$ cat config.mk
export PLATFORM = sky130hd
export DESIGN_NAME = bank_decoder
export DESIGN_NICKNAME = d
export VERILOG_FILES = /design/src/rtl/bdec_pkg.sv /design/src/rtl/bdec_cfg_store.sv /design/src/rtl/bdec_match.sv /design/src/rtl/bdec_geom.sv /design/src/rtl/bank_decoder.sv
export SDC_FILE = /design/constraint.sdc
export NUM_CORES = 1
export LEC_CHECK = 0
export ABC_CLOCK_PERIOD_IN_PS = 8100
export BUFFER_PORTS_ARGS = -buffer_cell sky130_fd_sc_hd__buf_2
export CAP_MARGIN = 25
export CORE_AREA = 5 5 184 186
export CTS_BUF_LIST = sky130_fd_sc_hd__clkbuf_16
export DETAILED_ROUTE_END_ITERATION = 10
export DIE_AREA = 0 0 189 191
export GPL_TIMING_DRIVEN = 0
export HOLD_SLACK_MARGIN = 0.03
export PLACE_DENSITY = 0.5
export SYNTH_ARGS = -nofsm -noshare
export SYNTH_HDL_FRONTEND = slang
export SYNTH_SLANG_ARGS = --single-unit
export TNS_END_PERCENT = 5
$ cat constraint.sdc
create_clock -name clk -period 8.1 [get_ports clk]
set_clock_uncertainty 0.15 [all_clocks]
set_input_delay 1.62 -clock clk [delete_from_list [all_inputs] [get_ports clk]]
set_output_delay 1.62 -clock clk [all_outputs]
set_load 0.02 [all_outputs]
$ cat src/rtl/bdec_pkg.sv
package bdec_pkg;
   localparam int U_W = 12;
   localparam int L_W = 4;

   typedef struct packed {
      logic           en;
      logic [U_W-1:0] ukey;
      logic [U_W-1:0] umat;
      logic [L_W-1:0] lkey;
      logic [L_W-1:0] lmat;
   } bank_cfg_t;

   localparam int CFG_W = $bits(bank_cfg_t);
endpackage

$ cat src/rtl/bdec_cfg_store.sv
module bdec_cfg_store
   import bdec_pkg::*;
#(
   parameter int NBANK = 4,
   localparam int IDX_W = $clog2(NBANK)
) (
   input  logic                  clk,
   input  logic                  rst_n,
   input  logic                  we,
   input  logic [IDX_W-1:0]      idx,
   input  bank_cfg_t             wdata,
   output bank_cfg_t [NBANK-1:0] cfg
);
   for (genvar b = 0; b < NBANK; b++) begin : g_slot
      always_ff @(posedge clk or negedge rst_n) begin
         if (!rst_n) begin
            cfg[b] <= '0;
         end else if (we && (idx == IDX_W'(b))) begin
            cfg[b] <= wdata;
         end
      end

      // an unselected slot keeps its contents
      a_r2_slot_hold: assert property (@(posedge clk) disable iff (!rst_n)
         !(we && (idx == IDX_W'(b))) |=> $stable(cfg[b]));
   end
endmodule

$ cat src/rtl/bdec_match.sv
module bdec_match
   import bdec_pkg::*;
(
   input  bank_cfg_t      cfg,
   input  logic [U_W-1:0] ufld,
   input  logic [L_W-1:0] lfld,
   output logic           claim
);
   logic [U_W-1:0] udiff;
   logic [L_W-1:0] ldiff;

   always_comb begin
      udiff = (ufld ^ cfg.umat) & ~cfg.ukey;
      ldiff = (lfld ^ cfg.lmat) & ~cfg.lkey;
      claim = cfg.en && (udiff == '0) && (ldiff == '0);
   end
endmodule

$ cat src/rtl/bdec_geom.sv
module bdec_geom
   import bdec_pkg::*;
#(
   parameter int ADDR_W = 40,
   parameter int U_LO   = 26,
   parameter int SZ_W   = 10,
   localparam int LG_W  = $clog2(L_W + 1),
   localparam int IL_W  = L_W + 1
) (
   input  bank_cfg_t         cfg,
   output logic [ADDR_W-1:0] base,
   output logic [ADDR_W-1:0] size,
   output logic [IL_W-1:0]   ilv
);
   logic [LG_W-1:0] lg;
   logic [L_W-1:0]  pat;

   // the key codes are runs of ones followed by k zeros, k = 0..L_W
   always_comb begin
      lg  = '0;
      pat = '0;
      for (int k = 1; k <= L_W; k++) begin
         pat = {L_W{1'b1}} << k;
         if (cfg.lkey == pat) lg = LG_W'(k);
      end
   end

   always_comb begin
      ilv  = IL_W'(1) << lg;
      base = ADDR_W'(cfg.umat & ~cfg.ukey) << U_LO;
      size = ((ADDR_W'(cfg.ukey[SZ_W-1:0]) + ADDR_W'(1)) << U_LO) >> lg;
   end
endmodule

$ cat src/rtl/bank_decoder.sv
module bank_decoder
   import bdec_pkg::*;
#(
   parameter int ADDR_W = 40,
   parameter int NBANK  = 4,
   parameter int U_LO   = 26,
   parameter int L_LO   = 6,
   parameter int SZ_W   = 10,
   localparam int IDX_W = $clog2(NBANK),
   localparam int IL_W  = L_W + 1
) (
   input  logic              clk,
   input  logic              rst_n,
   input  logic              cfg_we,
   input  logic [IDX_W-1:0]  cfg_idx,
   input  logic [CFG_W-1:0]  cfg_data,
   input  logic              req,
   input  logic [ADDR_W-1:0] addr,
   output logic              out_vld,
   output logic              hit,
   output logic [IDX_W-1:0]  bank,
   output logic [ADDR_W-1:0] base,
   output logic [ADDR_W-1:0] size,
   output logic [IL_W-1:0]   ilv
);
   if (NBANK < 2) begin : g_bad_nbank
      $error("NBANK must be at least 2");
   end
   if (U_LO + U_W > ADDR_W) begin : g_bad_ufld
      $error("high field exceeds the address width");
   end
   if (L_LO + L_W > U_LO) begin : g_bad_lfld
      $error("low field overlaps the high field");
   end
   if (SZ_W > U_W || SZ_W + 1 + U_LO > ADDR_W) begin : g_bad_size
      $error("size key does not fit");
   end

   bank_cfg_t [NBANK-1:0] cfg_q;
   logic      [NBANK-1:0] claim;
   logic      [U_W-1:0]   ufld;
   logic      [L_W-1:0]   lfld;
   logic                  found;
   logic      [IDX_W-1:0] win;
   bank_cfg_t             win_cfg;
   logic [ADDR_W-1:0]     g_base;
   logic [ADDR_W-1:0]     g_size;
   logic [IL_W-1:0]       g_ilv;
   logic                  unused_addr;

   assign ufld        = addr[U_LO +: U_W];
   assign lfld        = addr[L_LO +: L_W];
   assign unused_addr = ^addr;

   bdec_cfg_store #(.NBANK(NBANK)) u_store (
      .clk   (clk),
      .rst_n (rst_n),
      .we    (cfg_we),
      .idx   (cfg_idx),
      .wdata (bank_cfg_t'(cfg_data)),
      .cfg   (cfg_q)
   );

   for (genvar b = 0; b < NBANK; b++) begin : g_bank
      bdec_match u_match (
         .cfg   (cfg_q[b]),
         .ufld  (ufld),
         .lfld  (lfld),
         .claim (claim[b])
      );

      // a disabled slot never claims
      a_r3_disabled_silent: assert property (@(posedge clk) disable iff (!rst_n)
         !cfg_q[b].en |-> !claim[b]);
   end

   always_comb begin
      found = 1'b0;
      win   = '0;
      for (int i = 0; i < NBANK; i++) begin
         if (claim[i] && !found) begin
            found = 1'b1;
            win   = IDX_W'(i);
         end
      end
   end

   assign win_cfg = cfg_q[win];

   bdec_geom #(.ADDR_W(ADDR_W), .U_LO(U_LO), .SZ_W(SZ_W)) u_geom (
      .cfg  (win_cfg),
      .base (g_base),
      .size (g_size),
      .ilv  (g_ilv)
   );

   always_ff @(posedge clk or negedge rst_n) begin
      if (!rst_n) begin
         out_vld <= 1'b0;
         hit     <= 1'b0;
         bank    <= '0;
         base    <= '0;
         size    <= '0;
         ilv     <= '0;
      end else begin
         out_vld <= req;
         if (req) begin
            hit  <= found;
            bank <= found ? win    : '0;
            base <= found ? g_base : '0;
            size <= found ? g_size : '0;
            ilv  <= found ? g_ilv  : '0;
         end else begin
            hit  <= 1'b0;
         end
      end
   end

   // the winner claims and no lower slot does
   a_r6_lowest_wins: assert property (@(posedge clk) disable iff (!rst_n)
      found |-> claim[win] && ((claim & ((NBANK'(1) << win) - NBANK'(1))) == '0));

   // result pulse follows the strobe by one cycle
   a_r10_vld_follows: assert property (@(posedge clk) disable iff (!rst_n)
      req |=> out_vld);
   a_r10_vld_pulse: assert property (@(posedge clk) disable iff (!rst_n)
      !req |=> !out_vld);
   a_r10_hit_gated: assert property (@(posedge clk) disable iff (!rst_n)
      !out_vld |-> !hit);

   // a miss reports all zeros
   a_r11_miss_zero: assert property (@(posedge clk) disable iff (!rst_n)
      (out_vld && !hit) |-> (bank == '0 && base == '0 && size == '0 && ilv == '0));

   // a hit reports a power-of-two interleave
   a_r7_ilv_pow2: assert property (@(posedge clk) disable iff (!rst_n)
      (out_vld && hit) |-> ($countones(ilv) == 1));

   // a hit bank never has zero size
   a_r9_size_nonzero: assert property (@(posedge clk) disable iff (!rst_n)
      (out_vld && hit) |-> (size != '0));
endmodule

==> summary.txt, run 1 <==
Status
  – Status: complete, no violations

Floorplan
  – DIE HEIGHT: 191 um
  – Die boundary width: 189 um
  – Standard cell core area: 0.0321 mm^2
  – Site row count: 66
  – Total I/O pin count: 168
  – Initial core utilization: 29.3%
  – Die area: 0.0361 mm^2

STA
  – Pin slew with the least headroom to its limit: 1.00 ns
  – Max-slew violation count: 0
  – Setup-failing EPs final: 0
  – Min Hold Slack: 0.335 ns
  – Unrepaired setup endpoints after global routing: no
  – Fin crit share: 67.8%
  – Slew headroom: 33.1%
  – Crit path time final: 5.50 ns
  – Final TNS setup: 0 ns
  – Achievable clock frequency: 182 MHz
  – Final hold viol count: 0

Clock tree
  – Clk sink count: 171
  – Number of buffers inserted by post-CTS setup repair: 0
  – Latest clock arrival within the worst-skew pair: 0.45 ns
  – Max clock buf depth: 2
  – CTS Buf Count: 17
  – Number of buffers added to fix hold violations after cts: 0
  – Deepest level of the CTS H-tree: 4
  – Clock transition at the registers of the reported paths: 0.07 ns
  – Count of cells resized by post-cts repair: 0
  – TritonCTS clock tree: done
  – Root Driver: sky130_fd_sc_hd__clkbuf_16

Final layout
  – Area taken by multi-input logic gates: 0.00465 mm^2
  – Fin nets: 1041
  – Final design area excluding fillers: 0.0112 mm^2
  – Proportion of layout cells with a drive suffix above 1: 36.1%
  – Layout area overhead: 19.2%
  – Area of all sequential standard cells: 0.00428 mm^2
  – Final-layout fill cell count: 3305

Power and ir drop
  – Worst-case vdd ir drop: 146 uV
  – Switching power total: 0.000872 W
  – Sequential Power Share: 40.8%
  – Power density over the cells: 242 mW/mm^2
  – Net switching share of the total power: 32.1%
  – Total Power Consumption: 0.00272 W
  – Logic pwr share: 24.5%
  – P_leak: 4.88 nW
  – Internal power of the cells: 0.00184 W
  – Clock power frac: 34.7%

Routing
  – Top routing layer used: met5
  – WL met3: 2150 um
  – Violation count after the first detailed-routing iteration: 398
  – Vias: 6887
  – Met2 routed WL: 13700 um
  – TritonRoute pass-1 iters: 5
  – Length of routed wiring on met1: 14000 um
  – Routed length per instance: 22.0 um
  – Final routed DRC violation total: 0
  – Vias per std cell: 4.98
  – Overall routed net length: 30400 um
  – Detail Route Antenna Nets: 0

GRT
  – Antenna violations before repair: 2
  – Aggregate global routing overflow: 0
  – Via count of the first global-routing pass: 6892
  – First-pass GRT wire length: 45500 um
  – Pin count of the biggest net entering global routing: 116
  – Global Route Usage Sum: 17.0%

Synthesis
  – Multiplexer share of the synthesized area: 19.8%
  – Number of synthesized flops with an enable pin: 0
  – Fraction of synthesis flops using an asynchronous set or reset pin: 100%
  – Compound-Gate Fraction of Synth Area: 12.5%
  – Simple-gate share of the synthesized area: 8.36%
  – Adder and majority cell fraction of the synthesized area: 0.133%
  – Post-Syn Area per Cell: 11.6 um^2
  – Xor-xnor portion of the synthesized cell area: 6.61%
  – Synthesized netlist cell count: 810
  – Largest family of logic cells by synthesized area: multiplexers
  – Sequential area share after synthesis: 45.5%
  – Flip-flop and latch count after synthesis: 171
  – Dominant register cell in the synthesized netlist: sky130_fd_sc_hd__dfrtp_1
  – Cell Area, Synth: 0.00941 mm^2
  – Count of warnings emitted by yosys: 0
  – Cell variety after synth: 85

Critical path
  – Required time worst endpoint: 8.28 ns
  – CP Data Arrival Time: 5.68 ns
  – Kind of launch point of the worst setup path: input pin
  – Crit-path max FO: 10
  – Kind of capture point of the worst setup path: flip-flop
  – Worst setup path class: input pin to flip-flop

Placement
  – Placed standard-cell area: 0.0106 mm^2
  – Routability cong.: 0.926
  – HPWL after detailed placement: 23000 um
  – Port bufs: 81

Hold path
  – Tightest Hold Check Type: flip-flop to flip-flop

Run
  – Max capacitance violation total: 0
stage by stage:
stage | worst slack, ns | util (%) | std cells
finish | 2.60 | 34.9 | 1383
global route | 2.49 | 34.9 | 1383
CTS | 2.68 | 34.9 | 1382
detailed placement | 2.21 | 32.9 | 1350
global placement | 2.26 | 32.7 | 1348
floorplan | 3.34 | - | 859
layout by cell type (no fill, tap or decap), types with 9 or more instances in the layout:
master                        n
sky130_fd_sc_hd__nor3_1      10
sky130_fd_sc_hd__dfrtp_1    171
sky130_fd_sc_hd__nor2b_1     12
sky130_fd_sc_hd__nor2_1      21
sky130_fd_sc_hd__a21oi_1     14
sky130_fd_sc_hd__nand2_1     31
sky130_fd_sc_hd__o2bb2ai_1    9
sky130_fd_sc_hd__inv_1       12
sky130_fd_sc_hd__mux2i_1     25
sky130_fd_sc_hd__o22ai_1     25
sky130_fd_sc_hd__conb_1      50
sky130_fd_sc_hd__clkbuf_1    23
sky130_fd_sc_hd__buf_2       94
sky130_fd_sc_hd__clkbuf_16   17
sky130_fd_sc_hd__a211oi_1    13
sky130_fd_sc_hd__buf_4       54
sky130_fd_sc_hd__o21ai_0     23
sky130_fd_sc_hd__xnor2_1     66
sky130_fd_sc_hd__mux2_2     139
state kept, by name, indices dropped and copies added, names as in the netlist:
register and flops:
size 18, base 12, bank 2, ilv 5, u_store.cfg 132, out_vld 1, hit 1
worst max-delay path, stage by stage:
cell and delay (ns):
sky130_fd_sc_hd__buf_2 0.14, sky130_fd_sc_hd__xnor2_1 0.25, sky130_fd_sc_hd__o22ai_1 0.20, sky130_fd_sc_hd__nor4_4 0.62
sky130_fd_sc_hd__nand2_4 0.13, sky130_fd_sc_hd__buf_4 0.21, sky130_fd_sc_hd__a21oi_1 0.24, sky130_fd_sc_hd__or2_1 0.23
sky130_fd_sc_hd__buf_4 0.23, sky130_fd_sc_hd__clkbuf_1 0.64, sky130_fd_sc_hd__clkbuf_1 0.58, sky130_fd_sc_hd__a21oi_1 0.28
sky130_fd_sc_hd__a32o_1 0.32
routing by layer:
layer | vias to the layer above | global-route usage [%]
met3 | 33 | 4.67
met5 | - | 0
li1 | 3169 | -
met1 | 3453 | 23.4
met2 | 230 | 26.2
met4 | 2 | 5.02
cell families (layout without fill, tap and decap cells):
kind of cell,Yosys count,count (layout)
flops,171,171
compound gates,155,155
mux,167,167
other cells,1,51
simple gates,134,134
xor+xnor,71,71
buf+inv,110,225
fa+ha+maj,1,1
synth_stat cells, types with 4 or more instances:
cell type	n	share of area, %
sky130_fd_sc_hd__a211oi_1	13	1.0
sky130_fd_sc_hd__a21o_1	4	0.32
sky130_fd_sc_hd__a21oi_1	14	0.74
sky130_fd_sc_hd__a22o_1	4	0.37
sky130_fd_sc_hd__a32o_1	4	0.43
sky130_fd_sc_hd__and3_1	6	0.40
sky130_fd_sc_hd__and3b_1	5	0.47
sky130_fd_sc_hd__buf_2	13	0.69
sky130_fd_sc_hd__buf_4	54	4.3
sky130_fd_sc_hd__buf_6	4	0.48
sky130_fd_sc_hd__clkbuf_1	23	0.92
sky130_fd_sc_hd__dfrtp_1	171	45
sky130_fd_sc_hd__inv_1	11	0.44
sky130_fd_sc_hd__mux2_2	139	17
sky130_fd_sc_hd__mux2i_1	25	2.7
sky130_fd_sc_hd__nand2_1	31	1.2
sky130_fd_sc_hd__nand3_1	8	0.43
sky130_fd_sc_hd__nand3b_1	7	0.56
sky130_fd_sc_hd__nand4_1	4	0.27
sky130_fd_sc_hd__nor2_1	21	0.84
sky130_fd_sc_hd__nor2b_1	12	0.80
sky130_fd_sc_hd__nor3_1	10	0.53
sky130_fd_sc_hd__nor3b_1	7	0.56
sky130_fd_sc_hd__o211ai_1	7	0.56
sky130_fd_sc_hd__o21a_1	6	0.48
sky130_fd_sc_hd__o21ai_0	23	1.2
sky130_fd_sc_hd__o221ai_1	6	0.56
sky130_fd_sc_hd__o22ai_1	25	1.7
sky130_fd_sc_hd__o2bb2ai_1	9	0.84
sky130_fd_sc_hd__or2_2	4	0.27
sky130_fd_sc_hd__xnor2_1	66	6.1
sky130_fd_sc_hd__xor2_1	5	0.47
power by group through the flow:
| stage | registers (W) | clock network (W) | logic (W) |
|---|---|---|---|
| final | 0.00111 | 0.000944 | 0.000666 |
| after detailed placement | 0.00112 | 0 | 0.000663 |
| after global placement | 0.00112 | 0 | 0.000657 |
| after global routing | 0.00112 | 0.000996 | 0.000724 |
| after CTS | 0.00111 | 0.000955 | 0.000666 |
| after floorplan | 0.00108 | 0 | 0.000471 |
path summary, 6_finish.rpt:
check | startpoint | endpoint | slack, ns | cells after the start
worst max register to register | u_store.cfg[77]$_DFFE_PN0P_ | base[33]$_DFFE_PN0P_ | 3.53 | 12
min in group asynchronous | rst_n | size[19]$_DFFE_PN0P_ | 0.93 | 1
worst min-delay path | size[22]$_DFFE_PN0P_ | size[22]$_DFFE_PN0P_ | 0.34 | 1
worst max-delay path | addr[29] | base[33]$_DFFE_PN0P_ | 2.60 | 13
worst min register to register | size[22]$_DFFE_PN0P_ | size[22]$_DFFE_PN0P_ | 0.34 | 1
max in group asynchronous | rst_n | u_store.cfg[33]$_DFFE_PN0P_ | 5.92 | 2
cell type report:
cell class / count / share of cell area, %
plain buffers: 98 / 5.53
well taps: 408 / 4.55
multi-input cells: 578 / 41.5
clock buffers: 17 / 3.79
clock inverters: 15 / 2.07
flip-flops and latches: 171 / 38.1
inverters: 12 / 0.402
repair buffers: 83 / 3.99
diodes: 1 / 0.0223
(Power assumes the default switching activity.)
==> run 2: changes to the inputs <==
ABC_AREA = 1   (was default)
ABC_CLOCK_PERIOD_IN_PS = 4800   (was 8100)
CORE_AREA = 5 5 185 187   (was 5 5 184 186)
DIE_AREA = 0 0 190 192   (was 0 0 189 191)
PLACE_DENSITY = 0.51   (was 0.5)
clock period = 4.8 ns   (was 8.1 ns; I/O delays follow)
==> summary.txt, run 2 <==
STA
  – Unrepaired setup endpoints after global routing: no
  – Setup slack of the critical path after layout: 1.01 ns (-1.59 ns)
  – Pin slew with the least headroom to its limit: 1.02 ns (+0.0150 ns)
  – Fin crit share: 78.9%
  – Final hold viol count: 0 (unchanged)
  – Slew headroom: 31.7% (-1.5 points)
  – Crit path time final: 3.79 ns
  – Setup-failing EPs final: 0 (unchanged)
  – Max-slew violation count: 0 (unchanged)
  – Achievable clock frequency: 264 MHz

Final layout
  – Area of all sequential standard cells: 0.00428 mm^2 (unchanged)
  – Largest registers: u_store.cfg x132, size x18, base x12
  – Layout area overhead: 18.5%
  – Diodes inserted: 0 (-1)
  – Leading cell types in the layout, fill and taps excluded: sky130_fd_sc_hd__nand2_1, sky130_fd_sc_hd__o21ai_0, sky130_fd_sc_hd__dfrtp_1
  – Flip-flop count of the largest register after layout: 132 (unchanged)
  – Fin nets: 1518 (+46%)
  – Fin cells: 1892 (+37%)
  – Leading cell type in the layout, fill and taps excluded: sky130_fd_sc_hd__nand2_1
  – Register containing the most flip-flops in the final layout: u_store.cfg
  – Final-layout fill cell count: 3519 (+6.5%)
  – Proportion of layout cells with a drive suffix above 1: 16.6% (-20 points)
  – Area taken by multi-input logic gates: 0.00427 mm^2 (-8.2%)
  – Final design area excluding fillers: 0.0113 mm^2 (+0.80%)

Synthesis
  – Library cell with the largest summed area after synthesis: sky130_fd_sc_hd__dfrtp_1
  – Library cell with the highest instance count after synthesis: sky130_fd_sc_hd__nand2_1
  – Count of warnings emitted by yosys: 0 (unchanged)
  – Cell Area, Synth: 0.00954 mm^2 (+1.4%)
  – Fraction of post-synthesis cell area in the top cell type by area: 44.8% (-0.61 points)
  – Cell variety after synth: 38 (-55%)
  – Fraction of synthesis flops using an asynchronous set or reset pin: 100% (unchanged)
  – Top area cells in the synthesized netlist: sky130_fd_sc_hd__dfrtp_1, sky130_fd_sc_hd__nand2_1, sky130_fd_sc_hd__o21ai_0
  – Post-Syn Area per Cell: 7.46 um^2 (-36%)
  – Number of synthesized flops with an enable pin: 0 (unchanged)
  – Sequential area share after synthesis: 44.8% (-0.61 points)
  – Top cells by count, synth: sky130_fd_sc_hd__nand2_1, sky130_fd_sc_hd__o21ai_0, sky130_fd_sc_hd__dfrtp_1, sky130_fd_sc_hd__inv_1, sky130_fd_sc_hd__nand3_1
  – Flip-flop and latch count after synthesis: 171 (unchanged)
  – Dominant register cell in the synthesized netlist: sky130_fd_sc_hd__dfrtp_1
  – Synthesized netlist cell count: 1279 (+58%)

Clock tree
  – Clock transition at the registers of the reported paths: 0.06 ns (about the same)
  – TritonCTS clock tree: done
  – Root Driver: sky130_fd_sc_hd__clkbuf_16
  – Clk sink count: 171 (unchanged)
  – CTS Buf Count: 17 (unchanged)
  – Latest clock arrival within the worst-skew pair: 0.45 ns (about the same)
  – Count of cells resized by post-cts repair: 0 (unchanged)
  – Number of buffers added to fix hold violations after cts: 0 (unchanged)
  – Deepest level of the CTS H-tree: 4 (unchanged)
  – Number of buffers inserted by post-CTS setup repair: 0 (unchanged)
  – Max clock buf depth: 2 (unchanged)

Critical path
  – CP Data Arrival Time: 3.97 ns (-1.71 ns)
  – Cell depth of the worst flop-to-flop path: 21 (+9)
  – Kind of capture point of the worst setup path: flip-flop
  – Worst setup path class: input pin to flip-flop
  – Kind of launch point of the worst setup path: input pin
  – Required time worst endpoint: 4.98 ns (-3.30 ns)
  – Crit-path max FO: 10 (unchanged)

Floorplan
  – DIE HEIGHT: 192 um (+0.52%)
  – Initial core utilization: 29.6% (+0.25 points)
  – Die area: 0.0365 mm^2 (+1.1%)
  – Total I/O pin count: 168 (unchanged)
  – Site row count: 66 (unchanged)
  – Die boundary width: 190 um (+0.53%)
  – Standard cell core area: 0.0323 mm^2 (+0.51%)

Routing
  – Final routed DRC violation total: 0 (unchanged)
  – Overall routed net length: 34300 um (+13%)
  – Vias: 8845 (+28%)
  – TritonRoute pass-1 iters: 5 (unchanged)
  – Vias per std cell: 4.67 (-6.1%)
  – Routed length per instance: 18.2 um (-18%)
  – Violation count after the first detailed-routing iteration: 727 (+83%)
  – Detail Route Antenna Nets: 0 (unchanged)

Placement
  – Placed standard-cell area: 0.0108 mm^2 (+2.0%)
  – Port bufs: 90 (+11%)
  – Routability cong.: 0.917 (-0.97%)
  – Worst setup timing slack at the placement stage: 0.604 ns (-1.61 ns)
  – HPWL after detailed placement: 25100 um (+9.1%)
  – Placed instance count: 1861 (+38%)

Power and ir drop
  – Worst-case vdd ir drop: 256 uV (+75%)
  – Power density over the cells: 352 mW/mm^2 (+45%)
  – P_leak: 5.85 nW (+20%)
  – Total Power Consumption: 0.00398 W (+46%)

GRT
  – Pin count of the biggest net entering global routing: 103 (-11%)
  – Antenna violations before repair: 1 (-1)
  – Aggregate global routing overflow: 0 (unchanged)
  – Global Route Usage Sum: 18.9% (+2.0 points)
  – First-pass GRT wire length: 52100 um (+15%)
  – Via count of the first global-routing pass: 8473 (+23%)

Hold path
  – Tightest Hold Check Type: flip-flop to flip-flop
  – Min-Delay Path Depth: 2 (+1)

Run
  – Max capacitance violation total: 0 (unchanged)

Status
  – Status: complete, no violations
run 2: cell count changes in the layout (fill, tap and decap cells not counted), sizes merged, moves of 14 or more:
cell	change
nand2	+347
o21ai	+167
mux2	-140
nand3	+125
inv	+124
nor2	+64
xnor2	-62
mux2i	-27
o22ai	-22
a211oi	-15
a21oi	+14
run 2: cell families (layout without fill, tap and decap cells):
kind of cell	after synthesis	count (layout)	synth area share [%]
fa+ha+maj	1	1	0.131
flops	171	171	44.8
compound gates	240	240	13.5
xor+xnor	5	5	0.459
other cells	1	50	0.0393
simple gates	618	618	28.8
buf+inv	243	365	12.3
run 2: where the power goes:
group | internal, W | leakage (nW) | switching (W)
clock network | 0.000674 | 0.269 | 0.000667
registers | 0.00162 | 2.19 | 0.000157
logic | 0.000294 | 3.39 | 0.000566
run 2: worst max-delay path: stages:
cell	delay (ns)
sky130_fd_sc_hd__buf_2	0.15
sky130_fd_sc_hd__o21ai_0	0.25
sky130_fd_sc_hd__nand2_1	0.11
sky130_fd_sc_hd__nor2_1	0.18
sky130_fd_sc_hd__nand3_1	0.14
sky130_fd_sc_hd__nor2_1	0.13
sky130_fd_sc_hd__inv_2	0.09
sky130_fd_sc_hd__nand3_2	0.14
sky130_fd_sc_hd__buf_2	0.32
sky130_fd_sc_hd__buf_6	0.22
sky130_fd_sc_hd__nand3_1	0.10
sky130_fd_sc_hd__nand2_1	0.13
sky130_fd_sc_hd__ha_1	0.23
sky130_fd_sc_hd__nand2_4	0.09
sky130_fd_sc_hd__nor2_8	0.15
sky130_fd_sc_hd__nand3_1	0.10
sky130_fd_sc_hd__nand3_1	0.11
sky130_fd_sc_hd__nand3_1	0.12
sky130_fd_sc_hd__nand2_1	0.09
sky130_fd_sc_hd__nand2_1	0.05
sky130_fd_sc_hd__nand2_1	0.06
sky130_fd_sc_hd__nand2_1	0.04
run 2: worst paths after layout:
kind / start / end / slack (ns)
setup / recovery: addr[36] / size[31]$_DFFE_PN0P_ / 1.01
hold / removal: size[32]$_DFFE_PN0P_ / size[32]$_DFFE_PN0P_ / 0.33
setup reg to reg: u_store.cfg[18]$_DFFE_PN0P_ / size[31]$_DFFE_PN0P_ / 1.27
hold reg to reg: size[32]$_DFFE_PN0P_ / size[32]$_DFFE_PN0P_ / 0.33
max in group asynchronous: rst_n / u_store.cfg[33]$_DFFE_PN0P_ / 3.20
min in group asynchronous: rst_n / size[22]$_DFFE_PN0P_ / 0.42
run 2: layout make-up:
cell class	count	share of cell area (%)
Sequential cell	171	37.8
Multi-Input combinational cell	914	37.8
Buffer	106	5.84
Tap cell	442	4.89
Inverter	137	4.55
Timing Repair Buffer	91	4.32
Clock buffer	17	3.76
Clock inverter	14	1.02
run 2: per-stage QoR:
step	setup TNS, ns	hold slack [ns]	util, %
final	0	0.326	35.0
after detailed placement	0	0.311	33.3
after floorplan	0	0.303	-
after global routing	0	0.333	35.0
after CTS	0	0.329	35.0
after global placement	-50.83	0.306	33.2
run 2: routing by layer:
metal	GRT usage [%]	part of all wire, %
met5	0	0.038
met4	5.43	2.1
met3	3.18	6.1
met2	30.5	46
met1	26.3	46
